$ cat src/rtl/ctl_pkg.sv
package ctl_pkg;

    // Bus geometry
    localparam int ADDR_W   = 8;
    localparam int DATA_W   = 32;

    // Flag field inside the data word
    localparam int NFLAG    = 5;
    localparam int FLAG_LSB = 2;

    // Flag indices inside the field (bit = FLAG_LSB + index)
    localparam int IX_ACK   = 0;
    localparam int IX_IRQ   = 1;
    localparam int IX_STOP  = 2;
    localparam int IX_START = 3;
    localparam int IX_EN    = 4;

    // Which agent may set or clear each flag
    localparam logic [NFLAG-1:0] SW_SET_OK = 5'b11101; // no software raise of irq
    localparam logic [NFLAG-1:0] SW_CLR_OK = 5'b11011; // no software drop of stop
    localparam logic [NFLAG-1:0] HW_SET_OK = 5'b00110; // irq, stop
    localparam logic [NFLAG-1:0] HW_CLR_OK = 5'b00110; // irq, stop

    typedef logic [NFLAG-1:0] flag_vec_t;

    typedef struct packed {
        logic en;
        logic start;
        logic stop;
        logic irq;
        logic ack;
    } ctl_flags_t;

    // Place the flag field into a full data word, reserved bits zero
    function automatic logic [DATA_W-1:0] flags_to_word(input flag_vec_t f);
        logic [DATA_W-1:0] w;
        w = '0;
        w[FLAG_LSB +: NFLAG] = f;
        return w;
    endfunction

    // Mask of the flag field within a data word
    function automatic logic [DATA_W-1:0] field_mask();
        return flags_to_word('1);
    endfunction

endpackage

$ cat src/rtl/ctl_bus_decode.sv
module ctl_bus_decode
    import ctl_pkg::*;
#(
    parameter logic [ADDR_W-1:0] SET_ADDR = 8'h00,
    parameter logic [ADDR_W-1:0] CLR_ADDR = 8'h18
) (
    input  logic [ADDR_W-1:0] addr,
    input  logic              wr,
    input  flag_vec_t         wfield,
    output flag_vec_t         sw_set,
    output flag_vec_t         sw_clr,
    output logic              rd_sel
);

    logic hit_set;
    logic hit_clr;

    always_comb begin
        hit_set = (addr == SET_ADDR);
        hit_clr = (addr == CLR_ADDR);
        sw_set  = (wr && hit_set) ? wfield : '0;
        sw_clr  = (wr && hit_clr) ? wfield : '0;
        rd_sel  = hit_set;
    end

endmodule

$ cat src/rtl/ctl_flag_cell.sv
module ctl_flag_cell #(
    parameter bit SW_SET_EN = 1'b1,
    parameter bit SW_CLR_EN = 1'b1,
    parameter bit HW_SET_EN = 1'b0,
    parameter bit HW_CLR_EN = 1'b0
) (
    input  logic clk,
    input  logic rst,
    input  logic sw_set,
    input  logic sw_clr,
    input  logic hw_set,
    input  logic hw_clr,
    output logic q
);

    logic sw_set_g, sw_clr_g, hw_set_g, hw_clr_g;
    logic set_any, clr_any;

    generate
        if (SW_SET_EN) begin : g_sws
            assign sw_set_g = sw_set;
        end else begin : g_sws_off
            assign sw_set_g = 1'b0;
        end
        if (SW_CLR_EN) begin : g_swc
            assign sw_clr_g = sw_clr;
        end else begin : g_swc_off
            assign sw_clr_g = 1'b0;
        end
        if (HW_SET_EN) begin : g_hws
            assign hw_set_g = hw_set;
        end else begin : g_hws_off
            assign hw_set_g = 1'b0;
        end
        if (HW_CLR_EN) begin : g_hwc
            assign hw_clr_g = hw_clr;
        end else begin : g_hwc_off
            assign hw_clr_g = 1'b0;
        end
    endgenerate

    assign set_any = sw_set_g | hw_set_g;
    assign clr_any = sw_clr_g | hw_clr_g;

    // Set has priority over clear
    always_ff @(posedge clk) begin
        if (rst)          q <= 1'b0;
        else if (set_any) q <= 1'b1;
        else if (clr_any) q <= 1'b0;
    end

    a_r7_set_wins: assert property (@(posedge clk) disable iff (rst)
        (set_any && clr_any) |=> q);

    a_r3_clear_drops: assert property (@(posedge clk) disable iff (rst)
        (clr_any && !set_any) |=> !q);

    a_r2_idle_holds: assert property (@(posedge clk) disable iff (rst)
        (!set_any && !clr_any) |=> $stable(q));

endmodule

$ cat src/rtl/ctl_read_mux.sv
module ctl_read_mux
    import ctl_pkg::*;
(
    input  flag_vec_t         flags,
    input  logic              rd_sel,
    output logic [DATA_W-1:0] rdata
);

    always_comb begin
        rdata = rd_sel ? flags_to_word(flags) : '0;
    end

endmodule

$ cat src/rtl/ctl_setclr_bank.sv
module ctl_setclr_bank
    import ctl_pkg::*;
#(
    parameter logic [ADDR_W-1:0] SET_ADDR = 8'h00,
    parameter logic [ADDR_W-1:0] CLR_ADDR = 8'h18
) (
    input  logic              clk,
    input  logic              rst,
    input  logic [ADDR_W-1:0] bus_addr,
    input  logic              bus_wr,
    input  logic [DATA_W-1:0] bus_wdata,
    output logic [DATA_W-1:0] bus_rdata,
    input  logic              hw_irq_set,
    input  logic              hw_irq_clr,
    input  logic              hw_stop_set,
    input  logic              hw_stop_clr,
    output logic              ack_en,
    output logic              irq_flag,
    output logic              stop_req,
    output logic              start_req,
    output logic              if_en
);

    flag_vec_t  sw_set, sw_clr, hw_set, hw_clr, flags;
    logic       rd_sel;
    ctl_flags_t fl;

    ctl_bus_decode #(.SET_ADDR(SET_ADDR), .CLR_ADDR(CLR_ADDR)) u_dec (
        .addr   (bus_addr),
        .wr     (bus_wr),
        .wfield (bus_wdata[FLAG_LSB +: NFLAG]),
        .sw_set (sw_set),
        .sw_clr (sw_clr),
        .rd_sel (rd_sel)
    );

    always_comb begin
        hw_set          = '0;
        hw_clr          = '0;
        hw_set[IX_IRQ]  = hw_irq_set;
        hw_clr[IX_IRQ]  = hw_irq_clr;
        hw_set[IX_STOP] = hw_stop_set;
        hw_clr[IX_STOP] = hw_stop_clr;
    end

    for (genvar i = 0; i < NFLAG; i++) begin : g_flag
        ctl_flag_cell #(
            .SW_SET_EN (SW_SET_OK[i]),
            .SW_CLR_EN (SW_CLR_OK[i]),
            .HW_SET_EN (HW_SET_OK[i]),
            .HW_CLR_EN (HW_CLR_OK[i])
        ) u_cell (
            .clk    (clk),
            .rst    (rst),
            .sw_set (sw_set[i]),
            .sw_clr (sw_clr[i]),
            .hw_set (hw_set[i]),
            .hw_clr (hw_clr[i]),
            .q      (flags[i])
        );
    end

    ctl_read_mux u_rd (
        .flags  (flags),
        .rd_sel (rd_sel),
        .rdata  (bus_rdata)
    );

    assign fl        = ctl_flags_t'(flags);
    assign ack_en    = fl.ack;
    assign irq_flag  = fl.irq;
    assign stop_req  = fl.stop;
    assign start_req = fl.start;
    assign if_en     = fl.en;

    // interrupt only rises through the hardware strobe
    a_r5_irq_hw_only: assert property (@(posedge clk) disable iff (rst)
        !hw_irq_set |=> !$rose(irq_flag));

    // stop unaffected by the clear address
    a_r4_stop_no_sw_clr: assert property (@(posedge clk) disable iff (rst)
        (!hw_stop_set && !hw_stop_clr &&
         !(bus_wr && bus_addr == SET_ADDR && bus_wdata[FLAG_LSB + IX_STOP]))
        |=> $stable(stop_req));

    // reserved read bits are zero
    a_r8_rsvd_read_zero: assert property (@(posedge clk) disable iff (rst)
        (bus_rdata & ~field_mask()) == '0);

    // writes whose flag field is all zero change nothing
    a_r9_empty_write_holds: assert property (@(posedge clk) disable iff (rst)
        (bus_wr && (bus_wdata & field_mask()) == '0 &&
         !hw_irq_set && !hw_irq_clr && !hw_stop_set && !hw_stop_clr)
        |=> $stable({ack_en, irq_flag, stop_req, start_req, if_en}));

    // flags cleared after reset
    a_r1_reset_clears: assert property (@(posedge clk)
        rst |=> ({ack_en, irq_flag, stop_req, start_req, if_en} == 5'b0));

endmodule

$ cat config.mk
export PLATFORM = sky130hd
export DESIGN_NAME = ctl_setclr_bank
export DESIGN_NICKNAME = d
export VERILOG_FILES = /design/src/rtl/ctl_pkg.sv /design/src/rtl/ctl_bus_decode.sv /design/src/rtl/ctl_flag_cell.sv /design/src/rtl/ctl_read_mux.sv /design/src/rtl/ctl_setclr_bank.sv
export SDC_FILE = /design/constraint.sdc
export NUM_CORES = 1
export LEC_CHECK = 0
export BUFFER_PORTS_ARGS = -buffer_cell sky130_fd_sc_hd__buf_4
export CORE_ASPECT_RATIO = 0.8
export CORE_MARGIN = 3
export CORE_UTILIZATION = 30
export CTS_CLUSTER_SIZE = 12
export DETAILED_ROUTE_END_ITERATION = 8
export HOLD_SLACK_MARGIN = 0.05
export PLACE_DENSITY = 0.85
export RECOVER_POWER = 100
export SLEW_MARGIN = 0
export SYNTH_ARGS = -nofsm -noshare
export SYNTH_HDL_FRONTEND = slang
export SYNTH_SLANG_ARGS = --single-unit
$ cat constraint.sdc
create_clock -name clk -period 2.4 [get_ports clk]
set_input_delay 0.12 -clock clk [delete_from_list [all_inputs] [get_ports clk]]
set_output_delay 0.12 -clock clk [all_outputs]
set_load 0.005 [all_outputs]
# Yosys cells after proc, flatten, opt, wreduce, memory -nomap -nowiden
# Index checks and enable logic that the tools add are counted.
[totals] register_bits=5 inputBits=47 out_inout_bits=37 word_cells=29
[classes] eq_ne=1 mux=13 bitwise=2 reduce_logical=8
[op_table] op="1-bit two-way mux" count=10
[op_table] op="5-bit two-way mux" count=2
[op_table] op="2-bit nonzero test" count=5
[op_table] op="8-bit by 5-bit equality test with 1-bit output (second input constant)" count=1
[op_table] op="8-bit logical NOT" count=1
[op_table] op="7-bit two-way mux" count=1
[op_table] op="1-bit logical AND" count=2
[op_table] op="1-bit OR" count=2

# Depth between registers and ports, before layout
# Gate-level depths: netlist (run 1).
[logic_depth] ltp_word=6 depth_mapped=4 mapped_depth_nobuf=3

# By module
# A second synthesis (run 1) with hierarchy kept.
[unflattened] cells_unflattened=81 hier_area_um2=613.1
[modules_own_cells] module="ctl_read_mux" instances=1 cells_each=33 area_per_inst_um2=237.7 seq_area_each_um2=0.0
[modules_own_cells] module="ctl_bus_decode" instances=1 cells_each=27 area_per_inst_um2=182.7 seq_area_each_um2=0.0
[modules_own_cells] module="ctl_flag_cell (g_flag[0].u_cell ...)" instances=3 cells_each=4 area_per_inst_um2=38.8 seq_area_each_um2=20.0
[modules_own_cells] module="ctl_flag_cell (g_flag[1].u_cell)" instances=1 cells_each=4 area_per_inst_um2=37.5 seq_area_each_um2=20.0
[modules_own_cells] module="ctl_flag_cell (g_flag[2].u_cell)" instances=1 cells_each=4 area_per_inst_um2=35.0 seq_area_each_um2=20.0
[modules_own_cells] module="ctl_setclr_bank" instances=1 cells_each=1 area_per_inst_um2=3.8 seq_area_each_um2=0.0

# Least setup slack after synthesis (run 1)
# OpenSTA, ideal clock, no wires.
[synth_path] path_type="input -> register" start="input bus_addr[2]" end="register g_flag[0].u_cell.q" setup_ns=0.116 arrival_time_ns=0.850 required_time_ns=2.284 slack_ns=1.435 path_stages=4 path_cell_list="nor4_2 > buf_4 > a41oi_1 > a31o_1"
[synth_via] elab_chain_len=4 elab_cells_between_ends=8
[synth_rtl] item="start, declared" line="ctl_setclr_bank.sv:9" source="input logic [ADDR_W-1:0] bus_addr,"
[synth_rtl] item="8-bit by 5-bit equality test with 1-bit output or 8-bit logical NOT (tied branches)" line="ctl_bus_decode.sv:20, ctl_bus_decode.sv:19"
[synth_rtl] item="1-bit logical AND, on equally long branches" line="ctl_bus_decode.sv:22, ctl_bus_decode.sv:21"
[synth_rtl] item="5-bit two-way mux, on equally long branches" line="ctl_bus_decode.sv:22, ctl_bus_decode.sv:21"
[synth_rtl] item="2-bit nonzero test (no source line) or 1-bit two-way mux (tied branches)"
[synth_rtl] item="end signal, assigned" line="ctl_flag_cell.sv:47" source="if (rst) q <= 1'b0;"
[synth_rtl] item="end signal, assigned" line="ctl_flag_cell.sv:48" source="else if (set_any) q <= 1'b1;"
[synth_rtl] item="end signal, assigned" line="ctl_flag_cell.sv:49" source="else if (clr_any) q <= 1'b0;"
[synth_rtl] item="end, declared" line="ctl_flag_cell.sv:13" source="output logic q"
# Several ways; a longest one is shown, not always the timed one.
# A chain may end at the register's enable or synchronous reset.

# Final worst setup path (run 1)
[layout_path] start="input bus_addr[2]" end="output bus_rdata[2]"
[layout_via] elab_chain_len=2
[layout_rtl] item="8-bit logical NOT" line="ctl_bus_decode.sv:19" source="hit_set = (addr == SET_ADDR);"
[layout_rtl] item="7-bit two-way mux" line="ctl_read_mux.sv:10" source="rdata = rd_sel ? flags_to_word(flags) : '0;"
[layout_rtl] item="end, declared" line="ctl_setclr_bank.sv:12" source="output logic [DATA_W-1:0] bus_rdata,"
# No other way between the ends.

==> impl_metrics.csv, run 1 <==
group,metric,value,unit
status,status,"finished, final reports clean",
drt,ant_nets,0,
synthesis,synth_top_area_frac,0.400,
clock_tree,cts_tree,"built",
worst_hold_path,hp-class,"in2reg",
synthesis,synth_area,526,µm²
drt,vias,471,
timing,slew_headroom,0.476,
drt,routedWlPerCell,11.1,µm
drt,drc,0,
synthesis,synth_top_cell_by_area,"buf_4",
timing,fin_crit,1.49,ns
timing,fin_ws,0.912,ns
layout,final_cell_mix,"conb_1 (27), buf_4 (18), clkbuf_4 (12)",
critical_path,r2r_slack,1.58,ns
clock_tree,cts-resized-gates,0,
critical_path,worstPathArrival,1.37,ns
floorplanning,std_cell_rows,12,
grt,grt_pass1_vias,444,
timing,hold_viol_final,0,
drt,drt-vias-per-instance,4.17,
layout,fillCellCount,159,
critical_path,startpoint,"bus_addr[2]",
pwr,cellPowerDensity,361,nW/µm²
layout,multiInputGateArea,309,µm²
layout,areaGrowthSynthToFinish,28.6,%
critical_path,crit_required,2.28,ns
timing,report.final.setup_viol,0,
floorplanning,die-height,43.4,µm
placement,place.gp.congestion,0.660,
layout,largest_reg_flops,5,
timing,holdWs,0.0708,ns
timing,clock_skew,0,ns
grt,grt_pass1_wl,1830,µm
timing,max_freq,0.672,GHz
critical_path,cp-endpoint,"bus_rdata[2]",
critical_path,endpoint_kind,"output pin",
timing,worstMarginPinSlew,0.779,ns
timing,rsz0062_at_grt,"false",
critical_path,reg2reg_to,"g_flag[0].u_cell.q",
clock_tree,path_clk_slew,0.04,ns
critical_path,critPathKind,"in2out",
pwr,peakVddDrop,217,µV
synthesis,ys_seq_area_frac,0.190,
timing,finalMaxSlewViolations,0,
grt,globalRouteOverflowTotal,0,
grt,antenna_found_initial,0,
timing,timing.final.crit_share,0.620,
pwr,power.leakage,0.358,nW
floorplanning,dieArea,2290,µm²
flow_run,drv_cap,0,
floorplanning,die_w,52.8,µm
clock_tree,cts_num_sinks,5,
clock_tree,post-cts-setup-buffers,0,
clock_tree,clk_path_buf_depth,2,
layout,n_antenna_cell,0,
placement,io_buffers,29,
placement,post-place-ws,0.882,ns
synthesis,syn_area_per_cell,8.61,µm²
pwr,p_total,244,µW
grt,gr-usage-all-layers,0.110,
floorplanning,core_area,1520,µm²
critical_path,critPathMaxFanout,11,
floorplanning,io_pins,84,
synthesis,yosys.cell_types.count,17,
clock_tree,clk_latency,0.25,ns
layout,top_register,"g_flag.u_cell.q",
drt,wirelength,1260,µm
layout,regArea,100,µm²
floorplanning,start_util,0.347,
synthesis,syn_inst,61,
placement,hpwl,1090,µm
layout,reg.largest.list,"g_flag.u_cell.q (5)",
critical_path,cp-start-kind,"input port",
critical_path,reg2regPathDepth,3,
layout,drive_gt1_frac,0.413,
clock_tree,htreeDepth,1,
synthesis,ys_ff_latch,5,
synthesis,synthTopCellsByArea,"buf_4 (40%), dfxtp_1 (19%), and3_2 (7.1%)",
timing,finalSetupTns,0,ns
synthesis,ys_warn_count,0,
drt,drtIter0Drc,7,
clock_tree,cts_buffers,3,
clock_tree,clockRootBuffer,"clkbuf_4",
critical_path,r2r_start,"g_flag[0].u_cell.q",
clock_tree,postCtsHoldBufs,0,
layout,final_common_cell,"conb_1",
grt,grt_max_degree,12,
drt,drt_first_pass_iters,3,
layout,nets,140,
[logic make-up (layout without fill, tap and decap cells)]
logic type,Yosys count,count (layout),share of synthesized area
buffers and inverters,29,34,0.407
AND/OR/NAND/NOR,16,16,0.240
AO/OA/AOI/OAI,10,10,0.155
flip-flops,5,5,0.190
other,1,27,0.00714
[power breakdown]
| group | switching (mW) | total [mW] | internal, mW |
|---|---|---|---|
| combinational | 0.0267 | 0.0542 | 0.0275 |
| sequential | 0.00158 | 0.0871 | 0.0856 |
| clock | 0.0391 | 0.102 | 0.0632 |
[layer usage]
metal	share of wire	wire, µm	GRT usage
met2	0.54	680	0.203
met4	0.0064	8	0.0765
met1	0.33	415	0.104
met3	0.12	150	0.0309
met5	0	0	0
[worst min path at each step]
stage	startpoint	cells after the start	slack (ns)	to
5_1_grt	rst	2	0.07	g_flag[2].u_cell.q
2_1_floorplan	rst	1	0.19	g_flag[2].u_cell.q
3_5_place_dp	rst	2	0.32	g_flag[2].u_cell.q
4_1_cts	rst	2	0.06	g_flag[2].u_cell.q
3_3_place_gp	rst	2	0.32	g_flag[2].u_cell.q
6_report	rst	2	0.07	g_flag[2].u_cell.q
[critical path, cell delays in order]
cell      delay [ns]
clkbuf_4        0.11
nor4_2          0.70
and3_2          0.31
clkbuf_4        0.13
[stage by stage]
| step | utilization | cells | area [µm²] |
|---|---|---|---|
| after floorplan | - | 87 | 623 |
| after global placement | 0.433 | 109 | 657 |
| after detailed placement | 0.433 | 109 | 657 |
| after CTS | 0.450 | 113 | 683 |
| after global routing | 0.446 | 113 | 676 |
| final | 0.446 | 113 | 676 |
[area by class of cell]
class | count | area share
multi-input cells | 53 | 0.457
repair buffers | 29 | 0.311
flip-flops and latches | 5 | 0.148
clock buffers | 4 | 0.0389
well taps | 21 | 0.0389
inverters | 1 | 0.00556
[cells in the mapped netlist]
master    number
nor4_2         1
nor4_4         1
o21ba_1        1
conb_1         1
and2_2         1
dfxtp_1        5
nor2_1         1
nand4_1        1
buf_4         28
nor2b_1        1
nand2b_1       4
and3_1         1
inv_1          1
a41oi_1        4
a31o_1         3
and3_2         5
a21oi_1        2
Note: power is estimated with default switching activity, not from simulation.
==> run 2: changes to the inputs <==
--- a/config.mk
+++ b/config.mk
@@ -8,11 +8,11 @@
 export BUFFER_PORTS_ARGS = -buffer_cell sky130_fd_sc_hd__buf_4
 export CORE_ASPECT_RATIO = 0.8
 export CORE_MARGIN = 3
-export CORE_UTILIZATION = 30
+export CORE_UTILIZATION = 25
 export CTS_CLUSTER_SIZE = 12
 export DETAILED_ROUTE_END_ITERATION = 8
 export HOLD_SLACK_MARGIN = 0.05
-export PLACE_DENSITY = 0.85
+export PLACE_DENSITY = 0.75
 export RECOVER_POWER = 100
 export SLEW_MARGIN = 0
 export SYNTH_ARGS = -nofsm -noshare
==> constraint.sdc (replaced) <==
create_clock -name clk -period 1.3 [get_ports clk]
set_input_delay 0.065 -clock clk [delete_from_list [all_inputs] [get_ports clk]]
set_output_delay 0.065 -clock clk [all_outputs]
set_load 0.005 [all_outputs]
==> impl_metrics.csv, run 2 (same netlist as run 1, synthesis figures left out) <==
group,metric,value,unit
status,status,"finished, final reports clean",
timing,max_freq,0.876,GHz
critical_path,critPathMaxFanout,7,
drt,ant_nets,0,
drt,wirelength,1220,µm
critical_path,crit_required,1.24,ns
critical_path,cpMaxStageDelayCell,"nor4_2",
grt,globalRouteOverflowTotal,0,
drt,drc,0,
layout,final_common_cell,"conb_1",
grt,antenna_found_initial,0,
layout,n_antenna_cell,0,
placement,io_buffers,29,
layout,top_register,"g_flag.u_cell.q",
clock_tree,clk_path_buf_depth,2,
critical_path,endpoint_kind,"output pin",
timing,rsz0062_at_grt,"false",
layout,regArea,100,µm²
critical_path,cp_slowest_stage_delay,0.53,ns
floorplanning,dieArea,2690,µm²
floorplanning,die_w,57.3,µm
floorplanning,std_cell_rows,14,
floorplanning,die-height,47.0,µm
drt,routedWlPerCell,10.2,µm
drt,drt-vias-per-instance,3.82,
drt,vias,455,
layout,final_cell_mix,"conb_1 (27), buf_4 (24), clkbuf_4 (8)",
critical_path,critPathKind,"in2out",
pwr,peakVddDrop,303,µV
pwr,power.leakage,0.377,nW
clock_tree,cts_num_sinks,5,
clock_tree,clk_latency,0.23,ns
layout,largest_reg_flops,5,
grt,grt_max_degree,12,
critical_path,crit_chain,"buf_4, nor4_2, and3_2, buf_4",
clock_tree,clockRootBuffer,"clkbuf_4",
critical_path,cp-start-kind,"input port",
layout,fin_util,0.364,
layout,multiInputGateArea,300,µm²
layout,areaGrowthSynthToFinish,33.6,%
timing,report.final.setup_viol,0,
timing,worstMarginPinSlew,0.550,ns
clock_tree,cts_buffers,3,
placement,hpwl,1100,µm
floorplanning,core_area,1930,µm²
grt,gr-usage-all-layers,0.0851,
timing,timing.final.crit_share,0.878,
layout,fillCellCount,202,
clock_tree,cts_tree,"built",
timing,finalSetupTns,0,ns
pwr,cellPowerDensity,616,nW/µm²
floorplanning,io_pins,84,
critical_path,worstPathArrival,1.08,ns
drt,drtIter0Drc,3,
layout,reg.largest.list,"g_flag.u_cell.q (5)",
timing,slew_headroom,0.631,
grt,grt_pass1_wl,1710,µm
timing,finalMaxSlewViolations,0,
flow_run,drv_cap,0,
clock_tree,cts-resized-gates,0,
worst_hold_path,hp-class,"in2reg",
layout,drive_gt1_frac,0.421,
critical_path,crit_top_cell,"buf_4",
drt,drt_first_pass_iters,3,
floorplanning,start_util,0.273,
layout,nets,143,
critical_path,critPathTopFamily,"simple AND/OR/NAND/NOR gates",
timing,fin_crit,1.14,ns
timing,clock_skew,0,ns
grt,grt_pass1_vias,398,
placement,place.gp.congestion,0.769,
critical_path,crit_buf_inv,2,
timing,hold_viol_final,0,
clock_tree,path_clk_slew,0.04,ns
clock_tree,htreeDepth,1,
run 2: cell count changes in the layout (fill, tap and decap cells not counted):
cell,delta
buf_4,+6
clkbuf_1,-1
clkbuf_4,-4
dlygate4sd3_1,+2
nor4_2,+1
nor4_4,-1
run 2: timing repair:
| action | 4_1_cts | 5_1_grt |
|---|---|---|
| setup buffers | 0 | 0 |
| endpoints found under the hold margin | 2 | 0 |
| hold buffers | 2 | 0 |
run 2: report_power, final:
part           switching [mW]  leakage, nW  internal [mW]
clock network          0.0557       0.0150          0.116
logic                  0.0469        0.321         0.0535
registers             0.00261       0.0409          0.158
total                   0.105        0.377          0.327
run 2: per-stage QoR:
step	area (µm²)	instances	worst slack (ns)	power [mW]	hold slack, ns
6_report	702	119	0.159	0.433	0.0713
5_1_grt	702	119	0.112	0.475	0.0611
4_1_cts	714	119	0.241	0.448	0.0634
3_5_place_dp	668	113	0.192	0.262	0.264
3_3_place_gp	668	113	0.249	0.260	0.266
2_1_floorplan	623	87	0.390	0.259	0.134
run 2: path summary, 6_finish.rpt:
kind | startpoint | end | slack, ns | depth (start not counted)
hold / removal | bus_wdata[6] | g_flag[4].u_cell.q | 0.07 | 2
setup reg to reg | g_flag[0].u_cell.q | g_flag[0].u_cell.q | 0.49 | 3
setup / recovery | bus_addr[3] | bus_rdata[6] | 0.16 | 4
hold reg to reg | g_flag[2].u_cell.q | g_flag[2].u_cell.q | 0.57 | 2
run 2: layout make-up:
type | count | share of cell area
multi-input cells | 53 | 0.428
inverters | 1 | 0.00535
flip-flops and latches | 5 | 0.143
repair buffers | 32 | 0.344
well taps | 24 | 0.0428
clock buffers | 4 | 0.0374
run 2: layer usage:
metal  track usage  wire (µm)
met5             0          0
met4        0.0556          0
met3        0.0302         85
met2         0.173        781
met1        0.0728        348
